==> src/rtl/smbreg_pkg.sv <==
package smbreg_pkg;

  typedef struct packed {
    logic shiftIn;
    logic rxBit;
    logic loadPtr;
    logic writeReg;
    logic loadTx;
    logic shiftTx;
  } dpStrobe_t;

  typedef enum logic [2:0] {
    ST_IDLE,
    ST_ADDR,
    ST_ADDR_ACK,
    ST_WR_BYTE,
    ST_WR_ACK,
    ST_RD_BYTE,
    ST_RD_ACK,
    ST_WAIT
  } busState_t;

endpackage

==> src/rtl/smbreg_ctrl.sv <==
module smbreg_ctrl
  import smbreg_pkg::*;
#(
  parameter logic [4:0] ADDR_PREFIX = 5'b11100,
  parameter int         SYNC_STAGES = 2
) (
  input  logic       clk,
  input  logic       rst_n,
  input  logic       sclIn,
  input  logic       sdaIn,
  input  logic [1:0] strapAddr,
  input  logic [7:0] rxByte,
  input  logic       txMsb,
  output dpStrobe_t  strobe,
  output logic       sdaPullLow
);

  localparam int CNT_W = $clog2(9);
  localparam logic [CNT_W-1:0] BITS_FULL = CNT_W'(8);
  localparam logic [CNT_W-1:0] BIT_LAST  = CNT_W'(7);

  logic [SYNC_STAGES-1:0] sclPipe, sdaPipe;
  logic sclS, sdaS, sclD, sdaD;

  // Synchronizers, idle-high reset
  genvar g;
  generate
    for (g = 0; g < SYNC_STAGES; g++) begin : g_sync
      always_ff @(posedge clk or negedge rst_n) begin
        if (!rst_n) begin
          sclPipe[g] <= 1'b1;
          sdaPipe[g] <= 1'b1;
        end else if (g == 0) begin
          sclPipe[g] <= sclIn;
          sdaPipe[g] <= sdaIn;
        end else begin
          sclPipe[g] <= sclPipe[g-1];
          sdaPipe[g] <= sdaPipe[g-1];
        end
      end
    end
  endgenerate

  assign sclS = sclPipe[SYNC_STAGES-1];
  assign sdaS = sdaPipe[SYNC_STAGES-1];

  always_ff @(posedge clk or negedge rst_n) begin
    if (!rst_n) begin
      sclD <= 1'b1;
      sdaD <= 1'b1;
    end else begin
      sclD <= sclS;
      sdaD <= sdaS;
    end
  end

  logic startCond, stopCond, sclRise, sclFall;
  assign startCond = sclS && sclD && sdaD && !sdaS;
  assign stopCond  = sclS && sclD && !sdaD && sdaS;
  assign sclRise   = sclS && !sclD;
  assign sclFall   = !sclS && sclD;

  busState_t state, stateN;
  logic [CNT_W-1:0] bitCnt, bitCntN;
  logic firstData, firstDataN;
  logic isRead, isReadN;
  logic mstAck, mstAckN;
  logic addrHit;

  assign addrHit = (rxByte[7:1] == {ADDR_PREFIX, strapAddr});

  always_comb begin
    strobe     = '0;
    strobe.rxBit = sdaS;
    stateN     = state;
    bitCntN    = bitCnt;
    firstDataN = firstData;
    isReadN    = isRead;
    mstAckN    = mstAck;
    if (startCond) begin
      stateN     = ST_ADDR;
      bitCntN    = '0;
      firstDataN = 1'b1;
    end else if (stopCond) begin
      stateN = ST_IDLE;
    end else begin
      unique case (state)
        ST_ADDR: begin
          if (sclRise && bitCnt != BITS_FULL) begin
            strobe.shiftIn = 1'b1;
            bitCntN = bitCnt + CNT_W'(1);
          end else if (sclFall && bitCnt == BITS_FULL) begin
            if (addrHit) begin
              stateN  = ST_ADDR_ACK;
              isReadN = rxByte[0];
            end else begin
              stateN = ST_WAIT;
            end
          end
        end
        ST_ADDR_ACK: begin
          if (sclFall) begin
            bitCntN = '0;
            if (isRead) begin
              strobe.loadTx = 1'b1;
              stateN = ST_RD_BYTE;
            end else begin
              stateN = ST_WR_BYTE;
            end
          end
        end
        ST_WR_BYTE: begin
          if (sclRise && bitCnt != BITS_FULL) begin
            strobe.shiftIn = 1'b1;
            bitCntN = bitCnt + CNT_W'(1);
          end else if (sclFall && bitCnt == BITS_FULL) begin
            stateN = ST_WR_ACK;
            if (firstData) begin
              strobe.loadPtr = 1'b1;
              firstDataN = 1'b0;
            end else begin
              strobe.writeReg = 1'b1;
            end
          end
        end
        ST_WR_ACK: begin
          if (sclFall) begin
            stateN  = ST_WR_BYTE;
            bitCntN = '0;
          end
        end
        ST_RD_BYTE: begin
          if (sclFall) begin
            if (bitCnt == BIT_LAST) begin
              stateN  = ST_RD_ACK;
              bitCntN = '0;
            end else begin
              strobe.shiftTx = 1'b1;
              bitCntN = bitCnt + CNT_W'(1);
            end
          end
        end
        ST_RD_ACK: begin
          if (sclRise) begin
            mstAckN = !sdaS;
          end else if (sclFall) begin
            if (mstAck) begin
              strobe.loadTx = 1'b1;
              stateN  = ST_RD_BYTE;
              bitCntN = '0;
            end else begin
              stateN = ST_WAIT;
            end
          end
        end
        default: ;
      endcase
    end
  end

  always_ff @(posedge clk or negedge rst_n) begin
    if (!rst_n) begin
      state     <= ST_IDLE;
      bitCnt    <= '0;
      firstData <= 1'b0;
      isRead    <= 1'b0;
      mstAck    <= 1'b0;
    end else begin
      state     <= stateN;
      bitCnt    <= bitCntN;
      firstData <= firstDataN;
      isRead    <= isReadN;
      mstAck    <= mstAckN;
    end
  end

  assign sdaPullLow = (state == ST_ADDR_ACK) || (state == ST_WR_ACK) ||
                      ((state == ST_RD_BYTE) && !txMsb);

  // open-drain enable moves only in the low clock phase
  p_pull_scl_low_r4: assert property (@(posedge clk) disable iff (!rst_n)
    !$stable(sdaPullLow) |-> !sclS);

  // a start always lands in address reception with the line released
  p_start_restarts_r1: assert property (@(posedge clk) disable iff (!rst_n)
    startCond |=> (state == ST_ADDR) && !sdaPullLow);

  // after a mismatch the slave stays off the line
  p_wait_quiet_r3: assert property (@(posedge clk) disable iff (!rst_n)
    (state == ST_WAIT) |-> !sdaPullLow);

  // a master no-acknowledge ends the read
  p_nack_release_r9: assert property (@(posedge clk) disable iff (!rst_n)
    (state == ST_RD_ACK && sclFall && !mstAck && !startCond && !stopCond)
      |=> (state == ST_WAIT));

endmodule

==> src/rtl/smbreg_datapath.sv <==
module smbreg_datapath
  import smbreg_pkg::*;
#(
  parameter int PTR_W = 8,
  parameter logic [PTR_W-1:0] ID_BASE  = 8'hF4,
  parameter int ID_COUNT = 4,
  parameter logic [7:0] ID_FIRST = 8'h41
) (
  input  logic       clk,
  input  logic       rst_n,
  input  dpStrobe_t  strobe,
  output logic [7:0] rxByte,
  output logic       txMsb
);

  localparam int DEPTH    = 2 ** PTR_W;
  localparam int ID_IDX_W = (ID_COUNT > 1) ? $clog2(ID_COUNT) : 1;
  localparam logic [PTR_W-1:0] ID_LAST = PTR_W'(int'(ID_BASE) + ID_COUNT - 1);

  logic [7:0] rxShift, txShift;
  logic [PTR_W-1:0] ptr, idOff;
  logic [7:0] mem [DEPTH];
  logic [7:0] idVals [ID_COUNT];
  logic isId;
  logic [7:0] readVal;

  genvar g;
  generate
    for (g = 0; g < ID_COUNT; g++) begin : g_id
      assign idVals[g] = (g == 0) ? ID_FIRST : 8'h00;
    end
  endgenerate

  assign isId    = (ptr >= ID_BASE) && (ptr <= ID_LAST);
  assign idOff   = ptr - ID_BASE;
  assign readVal = isId ? idVals[idOff[ID_IDX_W-1:0]] : mem[ptr];

  always_ff @(posedge clk or negedge rst_n) begin
    if (!rst_n) begin
      rxShift <= '0;
      txShift <= '0;
      ptr     <= '0;
    end else begin
      if (strobe.shiftIn) rxShift <= {rxShift[6:0], strobe.rxBit};
      if (strobe.loadPtr) begin
        ptr <= rxShift[PTR_W-1:0];
      end else if (strobe.writeReg || strobe.loadTx) begin
        ptr <= ptr + PTR_W'(1);
      end
      if (strobe.loadTx)       txShift <= readVal;
      else if (strobe.shiftTx) txShift <= {txShift[6:0], 1'b0};
    end
  end

  always_ff @(posedge clk or negedge rst_n) begin
    if (!rst_n) begin
      for (int i = 0; i < DEPTH; i++) mem[i] <= 8'h00;
    end else if (strobe.writeReg && !isId) begin
      mem[ptr] <= rxShift;
    end
  end

  assign rxByte = rxShift;
  assign txMsb  = txShift[7];

  // every fetched byte advances the pointer, wrapping at the top
  p_ptr_advance_r7: assert property (@(posedge clk) disable iff (!rst_n)
    strobe.loadTx |=> ptr == $past(ptr) + PTR_W'(1));

  // a stored byte lands at the pointer it was received for
  p_store_at_ptr_r6: assert property (@(posedge clk) disable iff (!rst_n)
    (strobe.writeReg && !isId) |=> mem[$past(ptr)] == $past(rxShift));

  // the identification bank never takes a write
  p_id_ignored_r8: assert property (@(posedge clk) disable iff (!rst_n)
    (strobe.writeReg && isId) |=> $stable(rxShift) && (ptr == $past(ptr) + PTR_W'(1)));

  // the pointer byte is loaded, never stored
  p_ptr_load_r5: assert property (@(posedge clk) disable iff (!rst_n)
    strobe.loadPtr |=> ptr == $past(rxShift[PTR_W-1:0]));

endmodule

==> src/rtl/smbus_regfile_slave.sv <==
module smbus_regfile_slave
  import smbreg_pkg::*;
#(
  parameter logic [4:0] ADDR_PREFIX = 5'b11100,
  parameter int         SYNC_STAGES = 2,
  parameter int         PTR_W       = 8
) (
  input  logic       clk,
  input  logic       rst_n,
  input  logic       sclIn,
  input  logic       sdaIn,
  input  logic [1:0] strapAddr,
  output logic       sdaPullLow
);

  dpStrobe_t  strobe;
  logic [7:0] rxByte;
  logic       txMsb;

  smbreg_ctrl #(
    .ADDR_PREFIX(ADDR_PREFIX),
    .SYNC_STAGES(SYNC_STAGES)
  ) u_ctrl (
    .clk(clk),
    .rst_n(rst_n),
    .sclIn(sclIn),
    .sdaIn(sdaIn),
    .strapAddr(strapAddr),
    .rxByte(rxByte),
    .txMsb(txMsb),
    .strobe(strobe),
    .sdaPullLow(sdaPullLow)
  );

  smbreg_datapath #(
    .PTR_W(PTR_W)
  ) u_dp (
    .clk(clk),
    .rst_n(rst_n),
    .strobe(strobe),
    .rxByte(rxByte),
    .txMsb(txMsb)
  );

endmodule

==> config.mk <==
export PLATFORM = sky130hd
export DESIGN_NAME = smbus_regfile_slave
export DESIGN_NICKNAME = d
export VERILOG_FILES = /design/src/rtl/smbreg_pkg.sv /design/src/rtl/smbreg_ctrl.sv /design/src/rtl/smbreg_datapath.sv /design/src/rtl/smbus_regfile_slave.sv
export SDC_FILE = /design/constraint.sdc
export NUM_CORES = 2
export LEC_CHECK = 0
export ABC_AREA = 0
export BUFFER_PORTS_ARGS = -buffer_cell sky130_fd_sc_hd__buf_2
export CAP_MARGIN = 15
export CORE_MARGIN = 10
export CORE_UTILIZATION = 40
export DETAILED_ROUTE_END_ITERATION = 6
export PLACE_DENSITY = 0.57
export SETUP_SLACK_MARGIN = 0.4
export SLEW_MARGIN = 15
export SYNTH_ARGS = -nofsm -noshare
export SYNTH_HDL_FRONTEND = slang
export SYNTH_HIERARCHICAL = 1
export SYNTH_SLANG_ARGS = --single-unit
==> constraint.sdc <==
create_clock -name clk -period 4.4 [get_ports clk]
set_input_delay 0.44 -clock clk [delete_from_list [all_inputs] [get_ports clk]]
set_output_delay 0.44 -clock clk [all_outputs]
set_load 0.02 [all_outputs]
Yosys cells after proc, flatten, opt, wreduce, memory -nomap -nowiden
Index checks and enable logic that the tools add are counted.
- output and inout port bits: 1
- bits in registers: 2088
- order comparisons: 5
- add/subtract/negate cells: 3
- reductions and logical operators: 35
- bitwise gates (word level): 5
- muxes and demuxes: 65
- equal/unequal tests: 28
- operators by type and width (operator ; count):
    $bwmux 2048 ; 1
    $mux 8 ; 10
    $bmux 8 s8 ; 1
    $demux 8 s8 ; 1
    $mux 4 ; 11
    $mux 3 ; 14
    $ne 4x1->1 const B ; 7
    $mux 1 ; 19
    $pmux 3 s6 ; 1
    $bmux 8 s2 ; 1
    $pmux 4 s4 ; 1
    $ne 3x1->1 const B ; 5
    $logic_and 1x1->1 ; 13
    $ne 4x2->1 const B ; 3
    $reduce_and 11->1 ; 1
    $eq 3x3->1 const B ; 3
    $ge 9x9->1 const B ; 1
    $lt 9x1->1 const B ; 1
    $not 8->9 ; 1
    $add 8x1->8 const B ; 1
    $ge 8x8->1 const B ; 1
    $le 8x8->1 const B ; 1
    $mux 2 ; 4
    $reduce_and 4->1 ; 2
    22 further kinds ; 37

Depth between registers and ports, before layout
- depth in word-level cells: 11
- gate-level depth with buffers: 13
- depth with buffers taken out: 12

By module
Netlist, hierarchy kept.
- modules (own cells, without submodules) (module ; times used ; area each (um^2) ; cells an instance ; seq. area each (um^2)):
    smbreg_datapath ; 1 ; 94478.1 ; 6125 ; 51849.7
    smbreg_ctrl ; 1 ; 1003.5 ; 107 ; 407.9

Worst setup path before layout
No wires, ideal clock.
- kind: reg-to-reg
- from: register u_dp.ptr[0]
- to: register u_dp/mem[1176] (netlist name)
- required time: 4.275 ns
- buffers on the path: 7
- data arrival time: 3.181 ns
- cell stages (with the launch flop): 13
- path slack: 1.094 ns
- cell sequence: dfrtp_1 buf_6 buf_4 buf_4 inv_2 clkbuf_1 clkbuf_1 ha_1 buf_2 nand3_1 clkbuf_1 nor2_1 mux2_2
- longest elaborated chain between the ends: 6
- elaborated cells on any way between the ends: 12
- classes of those cells: order compare (4); mux (3); bitwise (1); reduce/logical (4)
- RTL lines (element ; RTL line ; text):
    start, declared ; smbreg_datapath.sv:21 ; logic [PTR_W-1:0] ptr, idOff;
    start signal, assigned ; smbreg_datapath.sv:46 ; ptr <= rxShift[PTR_W-1:0];
    start signal, assigned ; smbreg_datapath.sv:48 ; ptr <= ptr + PTR_W'(1);
    $not 8->9 (not written as such) ; smbreg_datapath.sv:59 ; mem[ptr] <= rxShift;
    $ge 9x9->1 (not written as such) / $lt 9x1->1 (equally long branches) ; smbreg_datapath.sv:59 ;
    $logic_and 1x1->1 (not written as such) ; smbreg_datapath.sv:59 ;
    $mux 8 (not written as such) ; smbreg_datapath.sv:59 ;
    $demux 8 s8 ; smbreg_datapath.sv:59 ;
    $bwmux 2048 ; smbreg_datapath.sv:59 ;
    end signal, assigned by index ; smbreg_datapath.sv:59 ;
    end, declared ; smbreg_datapath.sv:22 ; logic [7:0] mem [DEPTH];
Several ways; a longest one is shown, not always the timed one.
A chain may end at the register's enable or synchronous reset.

==> results.yml <==
timing:
  fin_ws_ps: 472
  drv_slew: 0
  relSlewSlack_pct: 10.2
  setup_violations: 0
  fin_tns_setup_ps: 0
  period_share_pct: 89.3
  fin_crit_ps: 3930
  hold_viol_final: 0
  rsz0062_at_grt: "no"
  max_freq_mhz: 255
  skew_ps: 49.2
  worst_pin_slew_ps: 1350
hold_path:
  min_path_type: "in -> async"
synthesis:
  syn_area_per_cell_sq_um: 15.3
  syn_area_sq_um: 95500
  synth.distinct_cells: 76
  synth_edf_count: 0
  syn_nets: 6244
  synth-seq-cells: 2088
  synthDominantCellAreaShare_pct: 54.6
  yosysWarningCount: 6
  synth_ff_type: "dfrtp_1"
  ys_seq_area_share_pct: 54.7
  synth_area_leaders: "dfrtp_1, mux2_2, mux4_2"
  netlist_instances: 6232
  synth_top_cell_by_area: "dfrtp_1"
  async_reset_ff_share_pct: 100
finish:
  fillers: 20800
  final_common_cell: "dfrtp_1"
  design_area_sq_um: 109000
  layout_common_cells: "dfrtp_1, mux2_2, mux4_2, buf_4, clkbuf_16"
  register_area_sq_um: 52300
  multi_input_area_sq_um: 41100
  nets: 6354
  syn2layout_area_growth_pct: 14.0
  drive_above_1_share_pct: 52.6
setup_path:
  worstSetupPathType: "reg -> reg"
  start_kind: "flop"
  critPathMaxStageDelay_ps: 530
  path_cells: "or2b_4, nor4_2, nand2_1, nor2_2, buf_4, nand3_2, buf_4, nor2_1, buf_4, mux2_2"
  crit_path_start: "u_ctrl/state[0]$_DFFE_PN0P_"
  cp_data_required_time_ps: 5130
  rr_startpoint: "u_ctrl/state[0]$_DFFE_PN0P_"
  cpMostUsedCell: "buf_4"
  arrival_ps: 4660
  crit_slowest_cell: "dfrtp_1"
  critPathMaxFanout: 22
  end_kind: "flop"
global_routing:
  antenna_found_initial: 16
  grt.total_usage_pct: 22.2
  grt.overflow.total: 0
  grt_pass1_wl_microns: 428000
  grt_pass1_vias: 58800
  grt_max_degree: 191
clock_network:
  cts_max_level: 4
  cts.sinks: 2088
  cts_buffer_depth: 3
  cts_inserted_buffers: 222
  cts_tree: "built"
  clk_pin_slew_ps: 60
  cts_root_buf: "clkbuf_16"
  post_cts_buffers: 0
  clkLatencyLatePin_ps: 880
drt:
  routed_via_density: 5.83
  drt_iter0_drc: 4775
  routedWlPerCell_microns: 29.8
  drtAntennaViolNets: 0
  drc: 0
  drt-total-wl_microns: 290000
  num_vias: 56600
  dr.pass1.iters: 5
placed_design:
  io_buffers: 6
  post-place-ws_ps: 402
  place_congestion: 0.865
  hpwl_microns: 190000
  post_dp_cell_area_sq_um: 101000
floorplan:
  ios: 7
  start_util_pct: 40.2
  std_cell_rows: 179
  die-area_sq_um: 259000
  fp.dieW_microns: 509
  die_y_microns: 509
  core_sq_um: 238000
power:
  powerDensity_nw_per_um2: 445
  p_leak_nw: 50.8
  max-vdd-ir-drop_v: 0.000419
job:
  drv_cap: 0
outcome:
  status: "complete, no violations"
## state kept, by name (all words and copies together) (netlist names)
name and cells:
u_dp/mem 2048, u_ctrl/sdaPipe 1, u_ctrl/sdaD 1, u_ctrl/mstAck 1, u_ctrl/sclS 1, u_dp/ptr 8, u_ctrl/isRead 1, u_ctrl/state 3
u_ctrl/sclPipe 1, u_ctrl/sdaS 1, u_ctrl/firstData 1, u_dp/rxByte 8, u_ctrl/sclD 1, u_ctrl/bitCnt 4, u_dp/txShift 8
## power by group
| group | switching (W) | leakage (nW) | internal [W] |
|---|---|---|---|
| Sequential | 0.000647 | 29.1 | 0.0193 |
| Combinational | 0.00569 | 17.8 | 0.00288 |
| Clock | 0.00811 | 3.90 | 0.0118 |
## routing by layer
metal | global-route usage, % | share of wire [%] | up-vias
met3 | 4.19 | 6.1 | 483
met2 | 34.1 | 45 | 1590
met1 | 31.6 | 44 | 31100
met5 | 0 | 0.0093 | -
li1 | - | - | 23400
met4 | 7.94 | 4.0 | 4
## synth_stat cells, types with 9 or more instances
library cell	n
mux4_2	494
buf_6	16
and3_1	13
dfrtp_1	2082
buf_4	21
nand2_1	193
o211ai_1	13
a31oi_1	12
nor2b_1	10
nand4_1	19
buf_1	27
o2111ai_1	9
nor2_1	174
nand3_1	67
mux2i_1	171
nor3_1	17
clkbuf_1	330
nor2_2	81
a22oi_1	84
o21ai_0	30
buf_2	109
a21oi_1	39
o22ai_1	17
a2111oi_0	10
inv_1	11
mux2_2	2040
## area by class of cell
cell class	count	share of cell area, %
clock buffers	329	6.08
well taps	3167	3.64
multi-input cells	3628	37.8
repair buffers	390	3.27
clock inverters	90	1.13
diodes	4	0.00920
inverters	12	0.0483
flip-flops and latches	2088	48.1
## metrics by stage
step | std cells | hold slack [ps] | total power [W] | utilization [%]
after floorplan | 6232 | 144 | 0.0254 | -
after global placement | 9282 | 322 | 0.0289 | 42.5
after detailed placement | 9282 | 313 | 0.0289 | 42.5
after CTS | 9704 | 8.64 | 0.0489 | 45.8
after global routing | 9706 | 48.3 | 0.0502 | 45.8
final | 9708 | 47.0 | 0.0484 | 45.8
## critical path: cells and delay by family (launching register included)
kind | cells | cell delay, ps
mux | 1 | 350
flops | 1 | 530
simple gates | 6 | 1800
buf+inv | 3 | 1080
## worst paths after layout
check / to / slack (ps) / cells past startpoint
worst max-delay path: u_dp/mem[536]$_DFFE_PN0P_ / 470 / 10
worst min-delay path: u_dp/mem[1181]$_DFFE_PN0P_ / 50 / 2
worst max register to register: u_dp/mem[536]$_DFFE_PN0P_ / 470 / 10
worst min register to register: u_ctrl/sdaS$_DFF_PN1_ / 360 / 0
max in group asynchronous: u_dp/mem[536]$_DFFE_PN0P_ / 2750 / 4
min in group clk: u_ctrl/isRead$_DFFE_PN0P_ / 260 / 5
## timing repair
item / 4_1_cts / 5_1_grt
endpoints found under the setup margin: 6 / 1
gates resized for setup: 1 / 1
hold buffers: 3 / 0
hold endpoints to repair: 434 / 0
## logic make-up after synthesis
| logic type | after synthesis | share of synthesized area, % |
|---|---|---|
| muxes | 2707 | 37.5 |
| DFF | 2088 | 54.7 |
| xor gates and xnor gates | 10 | 0.0917 |
| AOI/OAI and AO/OA | 272 | 1.99 |
| and+or+nand+nor | 633 | 3.19 |
| adders and majority gates | 6 | 0.0786 |
| buffers and inverters | 516 | 2.39 |
Note: power is estimated with default switching activity, not from simulation.
